### config.mk
export PLATFORM = sky130hd
export DESIGN_NAME = pkt_deframer
export DESIGN_NICKNAME = d
export VERILOG_FILES = /design/src/rtl/deframer_pkg.sv /design/src/rtl/df_sync_hunter.sv /design/src/rtl/df_frame_ctrl.sv /design/src/rtl/df_word_packer.sv /design/src/rtl/pkt_deframer.sv
export SDC_FILE = /design/constraint.sdc
export NUM_CORES = 1
export LEC_CHECK = 0
export CORE_MARGIN = 5
export CORE_UTILIZATION = 45
export DETAILED_ROUTE_END_ITERATION = 10
export PLACE_DENSITY_LB_ADDON = 0.1
export SYNTH_ARGS = -nofsm -noshare
export SYNTH_HDL_FRONTEND = slang
export SYNTH_SLANG_ARGS = --single-unit
### constraint.sdc
create_clock -name clk -period 4.95 [get_ports clk]
set_input_delay 0.99 -clock clk [delete_from_list [all_inputs] [get_ports clk]]
set_output_delay 0.99 -clock clk [all_outputs]
set_load 0.01 [all_outputs]
### src/rtl/deframer_pkg.sv
// Shared types and helpers for the serial packet deframer.
// Assumes an 8-bit header laid out MSB-first as size code, channel type, clear-to-send.
package deframer_pkg;

    localparam int SIZE_W   = 3;
    localparam int CTYPE_W  = 4;
    localparam int HDR_W    = SIZE_W + CTYPE_W + 1;
    localparam int BASE_BITS = 8;
    localparam int LONGEST_BITS = BASE_BITS << ((1 << SIZE_W) - 1);

    typedef enum logic [1:0] {
        ST_HUNT,
        ST_HDR,
        ST_BODY
    } df_state_t;

    typedef struct packed {
        logic [SIZE_W-1:0]  size;
        logic [CTYPE_W-1:0] ctype;
        logic               cts;
    } hdr_t;

    // Payload length in bits selected by a size code.
    function automatic int payload_bits(input logic [SIZE_W-1:0] code);
        return BASE_BITS << code;
    endfunction

endpackage

### src/rtl/df_sync_hunter.sv
// Sliding-window sync detector.
// Shifts valid bits in MSB-first while enabled and flags a match on the bit that completes it.
// The fill counter makes sure a match uses only bits taken since hunting began.
module df_sync_hunter #(
    parameter int                SYNC_W    = 16,
    parameter logic [SYNC_W-1:0] SYNC_WORD = 16'hF0A5
) (
    input  logic clk,
    input  logic rst_n,
    input  logic enable,
    input  logic bit_in,
    input  logic bit_vld,
    output logic found
);
    localparam int FILL_W = $clog2(SYNC_W + 1);

    logic [SYNC_W-1:0] win_q;
    logic [SYNC_W-1:0] win_next;
    logic [FILL_W-1:0] fill_q;

    assign win_next = {win_q[SYNC_W-2:0], bit_in};
    assign found    = enable && bit_vld &&
                      (fill_q == FILL_W'(SYNC_W - 1)) &&
                      (win_next == SYNC_WORD);

    // Window shift and saturating fill count, restarted whenever hunting is off.
    always_ff @(posedge clk) begin
        if (!rst_n) begin
            win_q  <= '0;
            fill_q <= '0;
        end else if (!enable) begin
            fill_q <= '0;
        end else if (bit_vld) begin
            win_q <= win_next;
            if (fill_q != FILL_W'(SYNC_W - 1)) begin
                fill_q <= fill_q + FILL_W'(1);
            end
        end
    end

endmodule

### src/rtl/df_frame_ctrl.sv
// Frame sequencer: hunt, header capture and decode, payload bit counting.
// Produces the per-word strobes and tags consumed by the word packer.
// Assumes WORD_W is a power of two between 2 and 8, so every payload is a whole number of words.
module df_frame_ctrl
    import deframer_pkg::*;
#(
    parameter int                 WORD_W   = 8,
    parameter int                 MAX_BITS = 1024,
    parameter logic [CTYPE_W-1:0] IQ_TYPE  = 4'h1
) (
    input  logic               clk,
    input  logic               rst_n,
    input  logic               bit_in,
    input  logic               bit_vld,
    input  logic               sync_found,
    output logic               hunt_en,
    output logic               shift_en,
    output logic               emit,
    output logic               tag_q,
    output logic               tag_sof,
    output logic               tag_eof,
    output logic               frame_done,
    output logic               frame_err,
    output logic               frame_iq,
    output logic [CTYPE_W-1:0] chan_type,
    output logic               cts
);
    localparam int CNT_W = $clog2(LONGEST_BITS);
    localparam int LOGW  = $clog2(WORD_W);

    df_state_t         state_q;
    logic [HDR_W-2:0]  hdr_sr_q;
    logic [CNT_W-1:0]  cnt_q;
    logic [CNT_W-1:0]  len_m1_q;
    hdr_t              hdr_now;
    logic              hdr_fits;
    logic              last_bit;

    assign hdr_now  = hdr_t'({hdr_sr_q, bit_in});
    assign hdr_fits = payload_bits(hdr_now.size) <= MAX_BITS;

    assign hunt_en  = (state_q == ST_HUNT);
    assign shift_en = (state_q == ST_BODY) && bit_vld;
    assign emit     = shift_en && (cnt_q[LOGW-1:0] == '1);
    assign last_bit = shift_en && (cnt_q == len_m1_q);
    assign tag_q    = frame_iq && cnt_q[LOGW];
    assign tag_sof  = !frame_iq && (cnt_q < CNT_W'(WORD_W));
    assign tag_eof  = !frame_iq && (cnt_q == len_m1_q);

    // State sequencing, header decode and per-frame registers.
    always_ff @(posedge clk) begin
        if (!rst_n) begin
            state_q    <= ST_HUNT;
            hdr_sr_q   <= '0;
            cnt_q      <= '0;
            len_m1_q   <= '0;
            frame_done <= 1'b0;
            frame_err  <= 1'b0;
            frame_iq   <= 1'b0;
            chan_type  <= '0;
            cts        <= 1'b0;
        end else begin
            frame_done <= 1'b0;
            frame_err  <= 1'b0;
            case (state_q)
                ST_HUNT: begin
                    if (sync_found) begin
                        state_q <= ST_HDR;
                        cnt_q   <= '0;
                    end
                end
                ST_HDR: begin
                    if (bit_vld) begin
                        hdr_sr_q <= {hdr_sr_q[HDR_W-3:0], bit_in};
                        cnt_q    <= cnt_q + CNT_W'(1);
                        if (cnt_q == CNT_W'(HDR_W - 1)) begin
                            cnt_q <= '0;
                            if (hdr_fits) begin
                                state_q   <= ST_BODY;
                                chan_type <= hdr_now.ctype;
                                cts       <= hdr_now.cts;
                                frame_iq  <= (hdr_now.ctype == IQ_TYPE);
                                len_m1_q  <= CNT_W'(payload_bits(hdr_now.size) - 1);
                            end else begin
                                state_q   <= ST_HUNT;
                                frame_err <= 1'b1;
                            end
                        end
                    end
                end
                ST_BODY: begin
                    if (bit_vld) begin
                        cnt_q <= cnt_q + CNT_W'(1);
                        if (last_bit) begin
                            state_q    <= ST_HUNT;
                            frame_done <= 1'b1;
                        end
                    end
                end
                default: state_q <= ST_HUNT;
            endcase
        end
    end

endmodule

### src/rtl/df_word_packer.sv
// Serial-to-parallel word assembler with registered tags.
// Shifts payload bits MSB-first and, on emit, registers the completed word with its tags for one cycle.
module df_word_packer #(
    parameter int WORD_W = 8
) (
    input  logic              clk,
    input  logic              rst_n,
    input  logic              bit_in,
    input  logic              shift_en,
    input  logic              emit,
    input  logic              tag_q,
    input  logic              tag_sof,
    input  logic              tag_eof,
    output logic [WORD_W-1:0] word_data,
    output logic              word_vld,
    output logic              word_q,
    output logic              word_sof,
    output logic              word_eof
);
    logic [WORD_W-1:0] sh_q;
    logic [WORD_W-1:0] sh_next;

    assign sh_next = {sh_q[WORD_W-2:0], bit_in};

    // Bit shifting and word/tag output registers.
    always_ff @(posedge clk) begin
        if (!rst_n) begin
            sh_q      <= '0;
            word_data <= '0;
            word_vld  <= 1'b0;
            word_q    <= 1'b0;
            word_sof  <= 1'b0;
            word_eof  <= 1'b0;
        end else begin
            word_vld <= emit;
            word_q   <= emit && tag_q;
            word_sof <= emit && tag_sof;
            word_eof <= emit && tag_eof;
            if (shift_en) begin
                sh_q <= sh_next;
            end
            if (emit) begin
                word_data <= sh_next;
            end
        end
    end

endmodule

### src/rtl/pkt_deframer.sv
// Top level of the serial packet deframer.
// Wires the sync hunter, the frame sequencer and the word packer together.
// Assumes one qualified bit per cycle at most and a synchronous active-low reset.
module pkt_deframer
    import deframer_pkg::*;
#(
    parameter logic [15:0]        SYNC_WORD = 16'hF0A5,
    parameter int                 WORD_W    = 8,
    parameter int                 MAX_BITS  = 1024,
    parameter logic [CTYPE_W-1:0] IQ_TYPE   = 4'h1
) (
    input  logic               clk,
    input  logic               rst_n,
    input  logic               bit_in,
    input  logic               bit_vld,
    output logic [WORD_W-1:0]  word_data,
    output logic               word_vld,
    output logic               word_q,
    output logic               word_sof,
    output logic               word_eof,
    output logic               frame_done,
    output logic               frame_err,
    output logic               frame_iq,
    output logic [CTYPE_W-1:0] chan_type,
    output logic               cts
);
    logic hunt_en;
    logic sync_found;
    logic shift_en;
    logic emit;
    logic tag_q;
    logic tag_sof;
    logic tag_eof;

    df_sync_hunter #(
        .SYNC_W    (16),
        .SYNC_WORD (SYNC_WORD)
    ) u_hunt (
        .clk     (clk),
        .rst_n   (rst_n),
        .enable  (hunt_en),
        .bit_in  (bit_in),
        .bit_vld (bit_vld),
        .found   (sync_found)
    );

    df_frame_ctrl #(
        .WORD_W   (WORD_W),
        .MAX_BITS (MAX_BITS),
        .IQ_TYPE  (IQ_TYPE)
    ) u_ctrl (
        .clk        (clk),
        .rst_n      (rst_n),
        .bit_in     (bit_in),
        .bit_vld    (bit_vld),
        .sync_found (sync_found),
        .hunt_en    (hunt_en),
        .shift_en   (shift_en),
        .emit       (emit),
        .tag_q      (tag_q),
        .tag_sof    (tag_sof),
        .tag_eof    (tag_eof),
        .frame_done (frame_done),
        .frame_err  (frame_err),
        .frame_iq   (frame_iq),
        .chan_type  (chan_type),
        .cts        (cts)
    );

    df_word_packer #(
        .WORD_W (WORD_W)
    ) u_pack (
        .clk       (clk),
        .rst_n     (rst_n),
        .bit_in    (bit_in),
        .shift_en  (shift_en),
        .emit      (emit),
        .tag_q     (tag_q),
        .tag_sof   (tag_sof),
        .tag_eof   (tag_eof),
        .word_data (word_data),
        .word_vld  (word_vld),
        .word_q    (word_q),
        .word_sof  (word_sof),
        .word_eof  (word_eof)
    );

endmodule

==> qor.csv <==
metric;value;unit
ys_seq_area_share;44.1;%
drt_wl_total;6490;µm
start_util;46.4;%
ys_ff_latch;74;
place_hpwl;4500;µm
ys_types;49;
coreArea;7250;µm²
use_met1;20.7;%
syn_area;3360;µm²
met3_usage;4.80;%
setup_viol;0;
power_density;267;nW/µm²
p_clk_share;37.4;%
cp.required;5.22;ns
power.total;1.01;mW
status;finished clean;
post_drt_wl_per_cell;13.1;µm
reg2regPathDepth;7;
leakage;1.28;nW
grt_pass1_wl;11300;µm
power_frac_seq;59.5;%
drv_slew;0;
max-slew-margin-rel;37.8;%
yosysMostFrequentCell;nand2_1;
dieArea;9300;µm²
cts.sinks;74;
internal_power;0.782;mW
ys_warn_count;0;
drive_gt1_share;6.53;%
pin_count;24;
ctsHtreeMaxLevel;3;
synth_edf_count;0;
path_max_fanout;17;
grt_usage;15.7;%
vias_per_cell;5.18;
drt-initial-drc-count;105;
post-route-min-period;3.16;ns
cts_setup_buffers;0;
async_flop_share;0;%
ir_drop;0.117;mV
final_area;3790;µm²
fp-row-count;31;
root_buffer;clkbuf_8;
setup_ws;1.79;ns
final_cells;497;
grt_overflow;0;
grt_pass1_vias;2413;
firstDrtPassIters;4;
grt_max_degree;39;
post-place-ws;1.44;ns
drcViolationCount;0;
hold_violations;0;
cp.arrival;3.44;ns
antenna_found_initial;0;
cp-start-kind;input port;
min_path_cells;2;
die_h;96.4;µm
use_met2;24.2;%
ant_nets;0;
clk_latency;0.35;ns
cts_max_path_buffers;2;
worst-setup-path-type;in -> reg;
post_dp_cell_area;3640;µm²
port_buffers;23;
worst_setup_path_end_kind;flip-flop;
vias;2575;
rsz0062_at_grt;no;
final_util;52.2;%
hold_ws;0.464;ns
syn_inst;381;
post-route-period-util;63.9;%
synth_top_cells_by_area;dfxtp_1 44%, nand2_1 10%, a21boi_0 9.2%, ha_1 3.3%, mux2i_1 3.0%;
yosysTopAreaCell;dfxtp_1;
cts_tree;done;
synth.net_count;394;
max_freq;0.316;GHz
grt_most_used_layer;met2;
synth.top_cell.area_share;44.1;%
synth.top_cells.by_count;90 x nand2_1, 74 x dfxtp_1, 41 x a21boi_0;
maxCapViolations;0;
switchingPower;0.229;mW
pwr-share-comb;3.1;%
antenna_cells;0;
cts-hold-fix-buffers;0;
clock-skew-final;0.00806;ns
synthToLayoutAreaGrowth;12.7;%
gp_congestion;0.732;
setup-tns-final;0;ns
nets;409;
cts_buffers;9;
dp.cells;484;
ctsResizeCount;0;
die_w;96.4;µm
synthFlopType;dfxtp_1;
worst_slew_pin_slew;0.933;ns
clk_pin_slew_worst_paths;0.07;ns
min_path_type;reg -> reg;
synth.avg_cell_area;8.82;µm²
swShare;22.6;%
==> registers in the layout, summed over array words and instances, names as in the netlist <==
name,flops
u_ctrl.chan_type,4
u_ctrl.cnt_q,10
u_ctrl.cts,1
u_ctrl.frame_done,1
u_ctrl.frame_err,1
u_ctrl.frame_iq,1
u_ctrl.hdr_sr_q,7
u_ctrl.len_m1_q,8
u_ctrl.state_q,2
u_hunt.fill_q,5
u_hunt.win_q,15
u_pack.sh_q,7
u_pack.word_data,8
u_pack.word_eof,1
u_pack.word_q,1
u_pack.word_sof,1
u_pack.word_vld,1
==> layout by cell type, fill, tap and decap left out, drive strengths merged, types with 2 or more instances in the layout <==
cell type / instances
a21boi: 42
inv: 8
nor2: 9
o211a: 5
mux2i: 10
nand3: 18
a211oi: 2
or3: 3
nor3b: 5
nor4: 3
a21o: 2
nand4bb: 3
nand4: 4
nor2b: 11
a21oi: 7
and2: 2
nand2: 90
and3: 4
o31ai: 4
clkdlybuf4s50: 22
xor2: 2
ha: 9
o21ai: 6
xnor2: 10
clkinv: 3
o21a: 2
dfxtp: 74
buf: 4
nor3: 8
or4: 3
nand2b: 2
a31oi: 2
clkbuf: 9
==> cell type report <==
cell class,instances,area [µm²]
timing repair buffer,26,248
inverter,8,30.0
clock buffer,9,124
clock inverter,4,22.5
tap,99,124
multi-input combinational,277,1760
sequential,74,1480
fill,715,3460
==> critical path: stages <==
cell and delay, ns:
clkdlybuf4s50_1 0.45, buf_4 0.19, nand2_1 0.38, nor4_4 0.34, a21oi_1 0.34, or4_1 0.59
a21oi_1 0.15
==> power groups by stage <==
stage | sequential [mW] | combinational, mW | clock, mW
floorplan | 0.615 | 0.0230 | 0
global placement | 0.615 | 0.0316 | 0
detailed placement | 0.615 | 0.0319 | 0
CTS | 0.601 | 0.0319 | 0.398
global route | 0.602 | 0.0352 | 0.425
finish | 0.601 | 0.0317 | 0.378
==> cells by family after synthesis <==
| kind of cell | share of synthesized area (%) |
|---|---|
| xor gates and xnor gates | 3.13 |
| AOI/OAI and AO/OA | 17.6 |
| buffers and inverters | 3.76 |
| and+or+nand+nor | 25.0 |
| adders and majority gates | 3.35 |
| muxes | 2.98 |
| DFF | 44.1 |
| other | 0.112 |
==> routing by layer <==
metal,wire length (µm),share of wire (%)
met1,3250,50
met2,2860,44
met3,284,4.4
met4,95,1.5
met5,0,0
==> worst paths after layout <==
check,startpoint,to,slack (ns)
min reg2reg,u_pack.word_data[5]$_SDFFE_PN0P_,u_pack.word_data[5]$_SDFFE_PN0P_,0.46
max,bit_vld,u_ctrl.cnt_q[7]$_SDFFE_PN0P_,1.79
min,u_pack.word_data[5]$_SDFFE_PN0P_,u_pack.word_data[5]$_SDFFE_PN0P_,0.46
max reg2reg,u_ctrl.state_q[0]$_SDFFE_PN0P_,u_ctrl.cnt_q[7]$_SDFFE_PN0P_,2.41
Note: power is estimated with default switching activity, not from simulation.
